`src/rtl/i2cw_pkg.sv`:
```
package i2cw_pkg;

  typedef enum logic [2:0] {
    PH_IDLE,   // waiting for START
    PH_ADDR,   // shifting in address byte
    PH_ACK,    // driving / releasing acknowledge
    PH_DATA,   // shifting in data byte
    PH_SKIP    // not addressed, wait for START or STOP
  } rx_phase_e;

endpackage

```
`src/rtl/i2cw_sync.sv`:
```
module i2cw_sync #(
  parameter int STAGES = 2,
  parameter int WIDTH  = 2
) (
  input  logic             clk,
  input  logic             rst_n,
  input  logic [WIDTH-1:0] async_i,
  output logic [WIDTH-1:0] sync_o,
  output logic [WIDTH-1:0] prev_o
);

  for (genvar g = 0; g < WIDTH; g++) begin : g_line
    logic [STAGES-1:0] chain;
    logic              last_q;

    always_ff @(posedge clk or negedge rst_n) begin
      if (!rst_n) begin
        chain  <= '1;
        last_q <= 1'b1;
      end else begin
        chain  <= {chain[STAGES-2:0], async_i[g]};
        last_q <= chain[STAGES-1];
      end
    end

    assign sync_o[g] = chain[STAGES-1];
    assign prev_o[g] = last_q;
  end

endmodule

```
`src/rtl/i2cw_edges.sv`:
```
module i2cw_edges (
  input  logic scl_s,
  input  logic scl_d,
  input  logic sda_s,
  input  logic sda_d,
  output logic scl_rise,
  output logic scl_fall,
  output logic start_det,
  output logic stop_det
);

  logic scl_held_high;

  always_comb begin
    scl_held_high = scl_s & scl_d;
    scl_rise      = scl_s & ~scl_d;
    scl_fall      = ~scl_s & scl_d;
    start_det     = scl_held_high & sda_d & ~sda_s;
    stop_det      = scl_held_high & ~sda_d & sda_s;
  end

endmodule

```
`src/rtl/i2cw_rx.sv`:
```
module i2cw_rx
  import i2cw_pkg::*;
#(
  parameter int              ADDR_W   = 7,
  parameter logic [ADDR_W-1:0] DEV_ADDR = 7'h6F
) (
  input  logic            clk,
  input  logic            rst_n,
  input  logic            sda_s,
  input  logic            scl_rise,
  input  logic            scl_fall,
  input  logic            start_det,
  input  logic            stop_det,
  output logic            sda_oe,
  output logic            wr_valid,
  output logic [ADDR_W:0] wr_data
);

  localparam int BYTE_W = ADDR_W + 1;
  localparam int CNT_W  = $clog2(BYTE_W);
  localparam logic [CNT_W-1:0] LAST_BIT = CNT_W'(BYTE_W - 1);
  localparam logic [BYTE_W-1:0] WR_ADDR_BYTE = {DEV_ADDR, 1'b0};

  rx_phase_e         phase;
  logic [CNT_W-1:0]  bit_cnt;
  logic [BYTE_W-2:0] shreg;
  logic [BYTE_W-1:0] byte_nx;
  logic              byte_done;

  always_comb begin
    byte_nx   = {shreg, sda_s};
    byte_done = scl_rise && (bit_cnt == LAST_BIT);
  end

  always_ff @(posedge clk or negedge rst_n) begin
    if (!rst_n) begin
      phase    <= PH_IDLE;
      bit_cnt  <= '0;
      shreg    <= '0;
      sda_oe   <= 1'b0;
      wr_valid <= 1'b0;
      wr_data  <= '0;
    end else begin
      wr_valid <= 1'b0;
      if (start_det) begin
        phase   <= PH_ADDR;
        bit_cnt <= '0;
        sda_oe  <= 1'b0;
      end else if (stop_det) begin
        phase   <= PH_IDLE;
        bit_cnt <= '0;
        sda_oe  <= 1'b0;
      end else begin
        unique case (phase)
          PH_ADDR, PH_DATA: begin
            if (scl_rise) begin
              shreg   <= byte_nx[BYTE_W-2:0];
              bit_cnt <= byte_done ? '0 : bit_cnt + 1'b1;
            end
            if (byte_done) begin
              if (phase == PH_DATA) begin
                wr_valid <= 1'b1;
                wr_data  <= byte_nx;
                phase    <= PH_ACK;
              end else begin
                phase <= (byte_nx == WR_ADDR_BYTE) ? PH_ACK : PH_SKIP;
              end
            end
          end
          PH_ACK: begin
            if (scl_fall) begin
              if (!sda_oe) begin
                sda_oe <= 1'b1;
              end else begin
                sda_oe  <= 1'b0;
                bit_cnt <= '0;
                phase   <= PH_DATA;
              end
            end
          end
          PH_IDLE, PH_SKIP: begin
            sda_oe <= 1'b0;
          end
          default: phase <= PH_IDLE;
        endcase
      end
    end
  end

endmodule

```
`src/rtl/i2c_wr_slave.sv`:
```
module i2c_wr_slave #(
  parameter int                ADDR_W      = 7,
  parameter logic [ADDR_W-1:0] DEV_ADDR    = 7'h6F,
  parameter int                SYNC_STAGES = 2
) (
  input  logic            clk,
  input  logic            rst_n,
  input  logic            scl_i,
  input  logic            sda_i,
  output logic            sda_oe,
  output logic            wr_valid,
  output logic [ADDR_W:0] wr_data
);

  localparam int LINES = 2;
  localparam int SCL_IX = 1;
  localparam int SDA_IX = 0;

  logic [LINES-1:0] bus_s;
  logic [LINES-1:0] bus_d;
  logic scl_s, scl_d, sda_s, sda_d;
  logic scl_rise, scl_fall, start_det, stop_det;

  i2cw_sync #(
    .STAGES (SYNC_STAGES),
    .WIDTH  (LINES)
  ) u_sync (
    .clk     (clk),
    .rst_n   (rst_n),
    .async_i ({scl_i, sda_i}),
    .sync_o  (bus_s),
    .prev_o  (bus_d)
  );

  assign scl_s = bus_s[SCL_IX];
  assign scl_d = bus_d[SCL_IX];
  assign sda_s = bus_s[SDA_IX];
  assign sda_d = bus_d[SDA_IX];

  i2cw_edges u_edges (
    .scl_s     (scl_s),
    .scl_d     (scl_d),
    .sda_s     (sda_s),
    .sda_d     (sda_d),
    .scl_rise  (scl_rise),
    .scl_fall  (scl_fall),
    .start_det (start_det),
    .stop_det  (stop_det)
  );

  i2cw_rx #(
    .ADDR_W   (ADDR_W),
    .DEV_ADDR (DEV_ADDR)
  ) u_rx (
    .clk       (clk),
    .rst_n     (rst_n),
    .sda_s     (sda_s),
    .scl_rise  (scl_rise),
    .scl_fall  (scl_fall),
    .start_det (start_det),
    .stop_det  (stop_det),
    .sda_oe    (sda_oe),
    .wr_valid  (wr_valid),
    .wr_data   (wr_data)
  );

endmodule

```
`config.mk`:
```
export PLATFORM = sky130hd
export DESIGN_NAME = i2c_wr_slave
export DESIGN_NICKNAME = d
export VERILOG_FILES = /design/src/rtl/i2cw_pkg.sv /design/src/rtl/i2cw_sync.sv /design/src/rtl/i2cw_edges.sv /design/src/rtl/i2cw_rx.sv /design/src/rtl/i2c_wr_slave.sv
export SDC_FILE = /design/constraint.sdc
export NUM_CORES = 1
export LEC_CHECK = 0
export BUFFER_PORTS_ARGS = -buffer_cell sky130_fd_sc_hd__buf_2
export CAP_MARGIN = 20
export CELL_PAD_IN_SITES_DETAIL_PLACEMENT = 1
export CELL_PAD_IN_SITES_GLOBAL_PLACEMENT = 1
export CORE_ASPECT_RATIO = 1.1
export CORE_UTILIZATION = 46
export DETAILED_ROUTE_END_ITERATION = 10
export PLACE_DENSITY_LB_ADDON = 0.1
export SYNTH_ARGS = -nofsm -noshare
export SYNTH_HDL_FRONTEND = slang
export SYNTH_HIERARCHICAL = 1
export SYNTH_SLANG_ARGS = --single-unit
```
`constraint.sdc`:
```
create_clock -name clk -period 2.6 [get_ports clk]
set_input_delay 0 -clock clk [delete_from_list [all_inputs] [get_ports clk]]
set_output_delay 0 -clock clk [all_outputs]
set_load 0.02 [all_outputs]
```
* Yosys cells after proc, flatten, opt, wreduce, memory -nomap -nowiden
Cells that the tools add are included.
W data, S select, Z words.
** Word-level totals
- Bits of input ports :: 4
- Register bits after elaboration :: 29
- Logic and storage cells :: 71
- Output and inout bits :: 10
** Cells by class
- Eq/ne operators :: 11
- Reductions and logical operators :: 11
- Add/sub/neg operators :: 1
- Bitwise operators :: 13
- Multiplexer cells :: 25
** Operators with widths (count)
- $mux W3 :: 13
- $ne A4 B3 Y1 const B :: 3
- $reduce_and A4 Y1 :: 3
- $mux W1 :: 9
- $pmux W3 S3 :: 1
- $eq A8 B8 Y1 const B :: 1
- $reduce_bool A4 Y1 :: 2
- $and A1 B1 Y1 :: 7
- $eq A3 B2 Y1 const B :: 2
- $eq A3 B3 Y1 const B :: 2
- $not A1 Y1 :: 6
- $pmux W3 S2 :: 1
- $reduce_and A5 Y1 :: 1
- $ne A4 B4 Y1 const B :: 1
- $reduce_or A2 Y1 :: 2
- $add A3 B1 Y3 const B :: 1
- $eq A3 B1 Y1 const B :: 1
- $logic_not A3 Y1 :: 1
- $ne A3 B3 Y1 const B :: 1
- $pmux W1 S2 :: 1
- $reduce_and A2 Y1 :: 1
- $logic_and A1 B1 Y1 :: 1

* Longest topological paths before layout
- Depth after elaboration :: 8
- Mapped depth :: 6
- Mapped depth without buffers :: 6

* By module
Netlist, hierarchy kept.
** By module, submodules not included
- i2cw_rx :: sequential area each 575.6 µm², area each 1022.2 µm², instances 1, cells each 79
- i2cw_sync :: sequential area each 157.7 µm², area each 187.7 µm², instances 1, cells each 10
- i2cw_edges :: sequential area each 0.0 µm², area each 32.5 µm², instances 1, cells each 4

* Worst setup path after synthesis
No wires, ideal clock.
- Path kind :: reg2reg
- Start point :: reg u_sync.g_line[0].chain[1]
- End point :: reg u_rx.wr_data[0]
- Setup time :: 0.125 ns
- Period minus slack after synthesis :: 2.099 ns
- Cell stages (with the launch flop) :: 7
- Buffers on the path :: 2
- Setup slack :: 0.501 ns
- Arrival time :: 1.974 ns
- Data required time :: 2.475 ns
- Cell sequence :: dfstp_2 > buf_4 > and4b_1 > or2_1 > buf_6 > nor4_4 > mux2_2
** On the way
- Longest elaborated chain between the ends :: 4
** RTL lines
- from (decl) :: line i2cw_sync.sv:13 : logic [STAGES-1:0] chain;
- from (signal assigned) :: line i2cw_sync.sv:21 : chain <= {chain[STAGES-2:0], async_i[g]};
- $not A1 Y1 :: line i2cw_edges.sv:18 : start_det = scl_held_high & sda_d & ~sda_s;
- $and A1 B1 Y1 :: line i2cw_edges.sv:18
- net start_det :: line i2c_wr_slave.sv:22 : logic scl_rise, scl_fall, start_det, stop_det;
- $not A1 Y1 (no source line)
- $reduce_and A5 Y1 (no source line)
- to (signal assigned) :: line i2cw_rx.sv:63 : wr_data <= byte_nx;
- to (decl) :: line i2cw_rx.sv:16 : output logic [ADDR_W:0] wr_data
The timed path passes the listed nets, and every way through them passes these cells.
A chain may end at the register's enable or synchronous reset.

* Worst setup path after layout
- Start point :: reg u_sync.g_line[0].chain[1]
- End point :: reg u_rx.wr_data[2]
Same word-level chain as after synthesis.

==> run summary <==
The run finished with clean final reports. The cell area after placement came out at ~1300 um^2. The number of placement rows is 19. The cell count after synthesis came out at just over 90. The detailed placement HPWL came out at between 1500 and 2000 um. The reg2reg setup slack came out at approximately 0.52 ns.

The wire length of the first global-routing pass is roughly 3800 um. In the layout the commonest cells are sky130_fd_sc_hd__dfrtp_1 (23), sky130_fd_sc_hd__mux2_2 (16), sky130_fd_sc_hd__buf_2 (13). After detailed routing, the average wire length per cell comes to roughly 15 um.

The largest net degree at the start of global routing is 30. The buffer and inverter count on the worst path came out at 1. In this run the worst path has a maximum fanout of 9. The count of unresolved DRC violations after routing came out at 0. The reported max-cap violation count is 0. The utilization of the core after routing is 0.556. The number of buffers added by the clock tree synthesis step came out at 5. The leakage power figure is about 0.67 nW. The core outline area is roughly 2500 um^2. The ratio of total power to cell area came out at around 700 nW/um^2. The highest clock frequency the design can meet came out at between 400 and 500 MHz.

In this run the tightest slew margin relative to its limit is 0.579. The final clock period utilization by the worst path is 0.800. The total non-filler cell area in the finished layout came out at 1400 um^2. The synthesis-to-layout area growth is 12.8%. STA classifies the critical path endpoint as a flop. The antenna diode count is 0. The final max-slew violation count came out at 0. At the worst endpoint, the arrival time is ~2.3 ns. The clock transition at the registers of the reported paths came out at roughly 0.08 ns. The standard cell with the maximum stage delay on the critical path is sky130_fd_sc_hd__dfstp_2. The number of top-level design ports is 14. The post-route clock skew came out at between 0.006 and 0.007 ns.

The initial antenna violation count is 0. Grouping stages by cell kind, the critical path spends the most delay in simple AND/OR/NAND/NOR gates. STA classifies the critical path startpoint as a flop.

The total track usage came out at 0.184. The largest voltage drop on the vdd net came out at about 510 uV. The number of levels in the clock H-tree came out at 2.

The total count of hold-check failures in the final report is 0. The routed layout has ~770 vias. The total of flip-flops plus latches after synthesis came out at 29. The count of cell types in the netlist is 27. Setup repair after global routing left no endpoint under its margin. Clock tree synthesis found a total of 29 sinks.

The net count of the finished layout came out at 117. The iteration-0 DRC count of the detailed router came out at 11. The die area is between 2000 and 3000 um^2. After synthesis the cells add up to approximately 1200 um^2.

Hold is met by approximately 0.23 ns. The layout has approximately 290 filler cells. The number of nets handed over by synthesis was 99. In this run the deepest clock path goes through 2 buffers. The via count of the first global-routing pass came to between 800 and 900. The mean instance size in the synthesized netlist is about 13 um^2. The clock latency at the later pin of the worst-skew pair came out at 0.31 ns. The overflow left after global routing is 0.

The measured slew at the worst slew-check pin is 0.631 ns. The remaining number of nets flagged by the antenna check after routing is 0. The number of setup buffers added after CTS is 0. The critical path goes through and4b_1 > or2_1 > nor4_4 > buf_4 > mux2_2. The critical path is of the flop to flop type. At the worst endpoint, the required time is between 2 and 3 ns. After detailed routing, the total wire length is ~2200 um. The final standard cell count with taps included and fillers excluded came out at approximately 140.

The total iterations of the first detailed-routing run is 4. Clock tree synthesis selected as its root buffer the cell sky130_fd_sc_hd__clkbuf_4. The leading cell type in the layout, fill and taps excluded is sky130_fd_sc_hd__dfrtp_1. The path class of the tightest hold or removal check is primary input to async pin. The routability congestion estimate came out at between 0.6 and 0.7. The number of setup violations in the final report came out at 0. Measured along the x axis, the die boundary spans 51.6 um.

Of the synthesized area, sequential elements account for 0.590. The worst path needs roughly 2.1 ns of the cycle, external delays included. The fraction of final layout cells with drive strength greater than 1 came out at 0.420. The worst stage delay on the critical path is between 0.5 and 0.6 ns. The total of buffers placed on input and output ports is 13. TritonCTS built the clock tree. For this run, the number of Yosys warnings is 6.

The initial utilization of the core area, before any placement, comes to 0.493. The post-route setup TNS came out at 0 ns. Measured along the y axis, the die boundary spans 56.5 um. The via-per-instance ratio is ~5.4.

The number of cells after detailed placement came out at 132.
## sequential cells by signal (all words and copies together), names as in the netlist
| register | cells |
|---|---|
| u_rx/wr_data | 8 |
| u_rx/shreg | 7 |
| u_sync/g_line.chain | 4 |
| u_rx/bit_cnt | 3 |
| u_rx/phase | 3 |
| u_sync/g_line.last_q | 2 |
| u_rx/sda_oe | 1 |
| u_rx/wr_valid | 1 |
## synthesized netlist by cell type
library cell | n | share of area
sky130_fd_sc_hd__dfrtp_1 | 23 | 0.46
sky130_fd_sc_hd__mux2_2 | 16 | 0.15
sky130_fd_sc_hd__nand2_1 | 7 | 0.021
sky130_fd_sc_hd__dfstp_2 | 6 | 0.13
sky130_fd_sc_hd__a21oi_1 | 4 | 0.016
sky130_fd_sc_hd__buf_4 | 4 | 0.024
sky130_fd_sc_hd__nor2_1 | 4 | 0.012
sky130_fd_sc_hd__nand4b_1 | 3 | 0.021
sky130_fd_sc_hd__nor2b_1 | 3 | 0.015
sky130_fd_sc_hd__a211oi_1 | 2 | 0.012
sky130_fd_sc_hd__and4b_1 | 2 | 0.016
sky130_fd_sc_hd__clkbuf_1 | 2 | 0.0060
sky130_fd_sc_hd__ha_1 | 2 | 0.020
sky130_fd_sc_hd__nand3_1 | 2 | 0.0081
sky130_fd_sc_hd__a21boi_0 | 1 | 0.0060
sky130_fd_sc_hd__a21o_1 | 1 | 0.0060
sky130_fd_sc_hd__a22oi_1 | 1 | 0.0060
sky130_fd_sc_hd__a41oi_1 | 1 | 0.0071
sky130_fd_sc_hd__buf_6 | 1 | 0.0091
sky130_fd_sc_hd__nand2b_1 | 1 | 0.0050
sky130_fd_sc_hd__nand3b_1 | 1 | 0.0060
sky130_fd_sc_hd__nor3_1 | 1 | 0.0040
sky130_fd_sc_hd__nor3_2 | 1 | 0.0081
sky130_fd_sc_hd__nor4_4 | 1 | 0.017
sky130_fd_sc_hd__or2_1 | 1 | 0.0050
sky130_fd_sc_hd__or2_2 | 1 | 0.0050
sky130_fd_sc_hd__or4b_2 | 1 | 0.0081
## layout make-up
type	instances	area, um^2	area share
sequential	29	733	0.523
multi-input combinational	57	460	0.329
clock buffer	8	58.8	0.0420
timing repair buffer	18	110	0.0786
tap	31	38.8	0.0277
## worst paths after layout
| path | start | end | depth (start not counted) |
|---|---|---|---|
| min in group clk | scl_i | u_sync/g_line[1].chain[0]$_DFF_PN1_ | 2 |
| max reg2reg | u_sync/g_line[0].chain[1]$_DFF_PN1_ | u_rx/wr_data[2]$_DFFE_PN0P_ | 5 |
| max in group asynchronous | rst_n | u_rx/wr_valid$_DFF_PN0_ | 2 |
| min reg2reg | u_sync/g_line[0].chain[0]$_DFF_PN1_ | u_sync/g_line[0].chain[1]$_DFF_PN1_ | 0 |
| min | rst_n | u_rx/phase[0]$_DFFE_PN0P_ | 2 |
| max | u_sync/g_line[0].chain[1]$_DFF_PN1_ | u_rx/wr_data[2]$_DFFE_PN0P_ | 5 |
## per-stage QoR
step | total power, W | setup slack (ns)
finish | 0.000986 | 0.520
CTS | 0.00100 | 0.511
detailed placement | 0.000717 | 0.523
floorplan | 0.000671 | 0.501
global route | 0.00105 | 0.439
global placement | 0.000705 | 0.569
## what timing repair did
| action | 4_1_cts | 5_1_grt |
|---|---|---|
| endpoints found under the hold margin | 25 | 0 |
| hold buffers | 3 | 0 |
| gates resized for setup | 0 | 0 |
## routing by layer
layer / part of all wire / global-route usage
met1: 0.44 / 0.215
met2: 0.51 / 0.301
met3: 0.030 / 0.0569
met4: 0.018 / 0.0927
met5: 0 / 0
## logic make-up after synthesis
logic type,Yosys count,synth area share
multiplexers,16,0.145
AO/OA/AOI/OAI,10,0.0534
buffers and inverters,7,0.0393
AND/OR/NAND/NOR,29,0.152
adder cells (fa/ha/maj),2,0.0201
flip-flops,29,0.590
## report_power, final
group	total [W]	leakage [nW]	switching (W)	internal, W
clock network	0.000278	0.0326	0.000145	0.000133
registers	0.000588	0.372	0.0000660	0.000522
logic	0.000120	0.271	0.0000477	0.0000727
No activity file was read; power rests on OpenSTA's default activity.
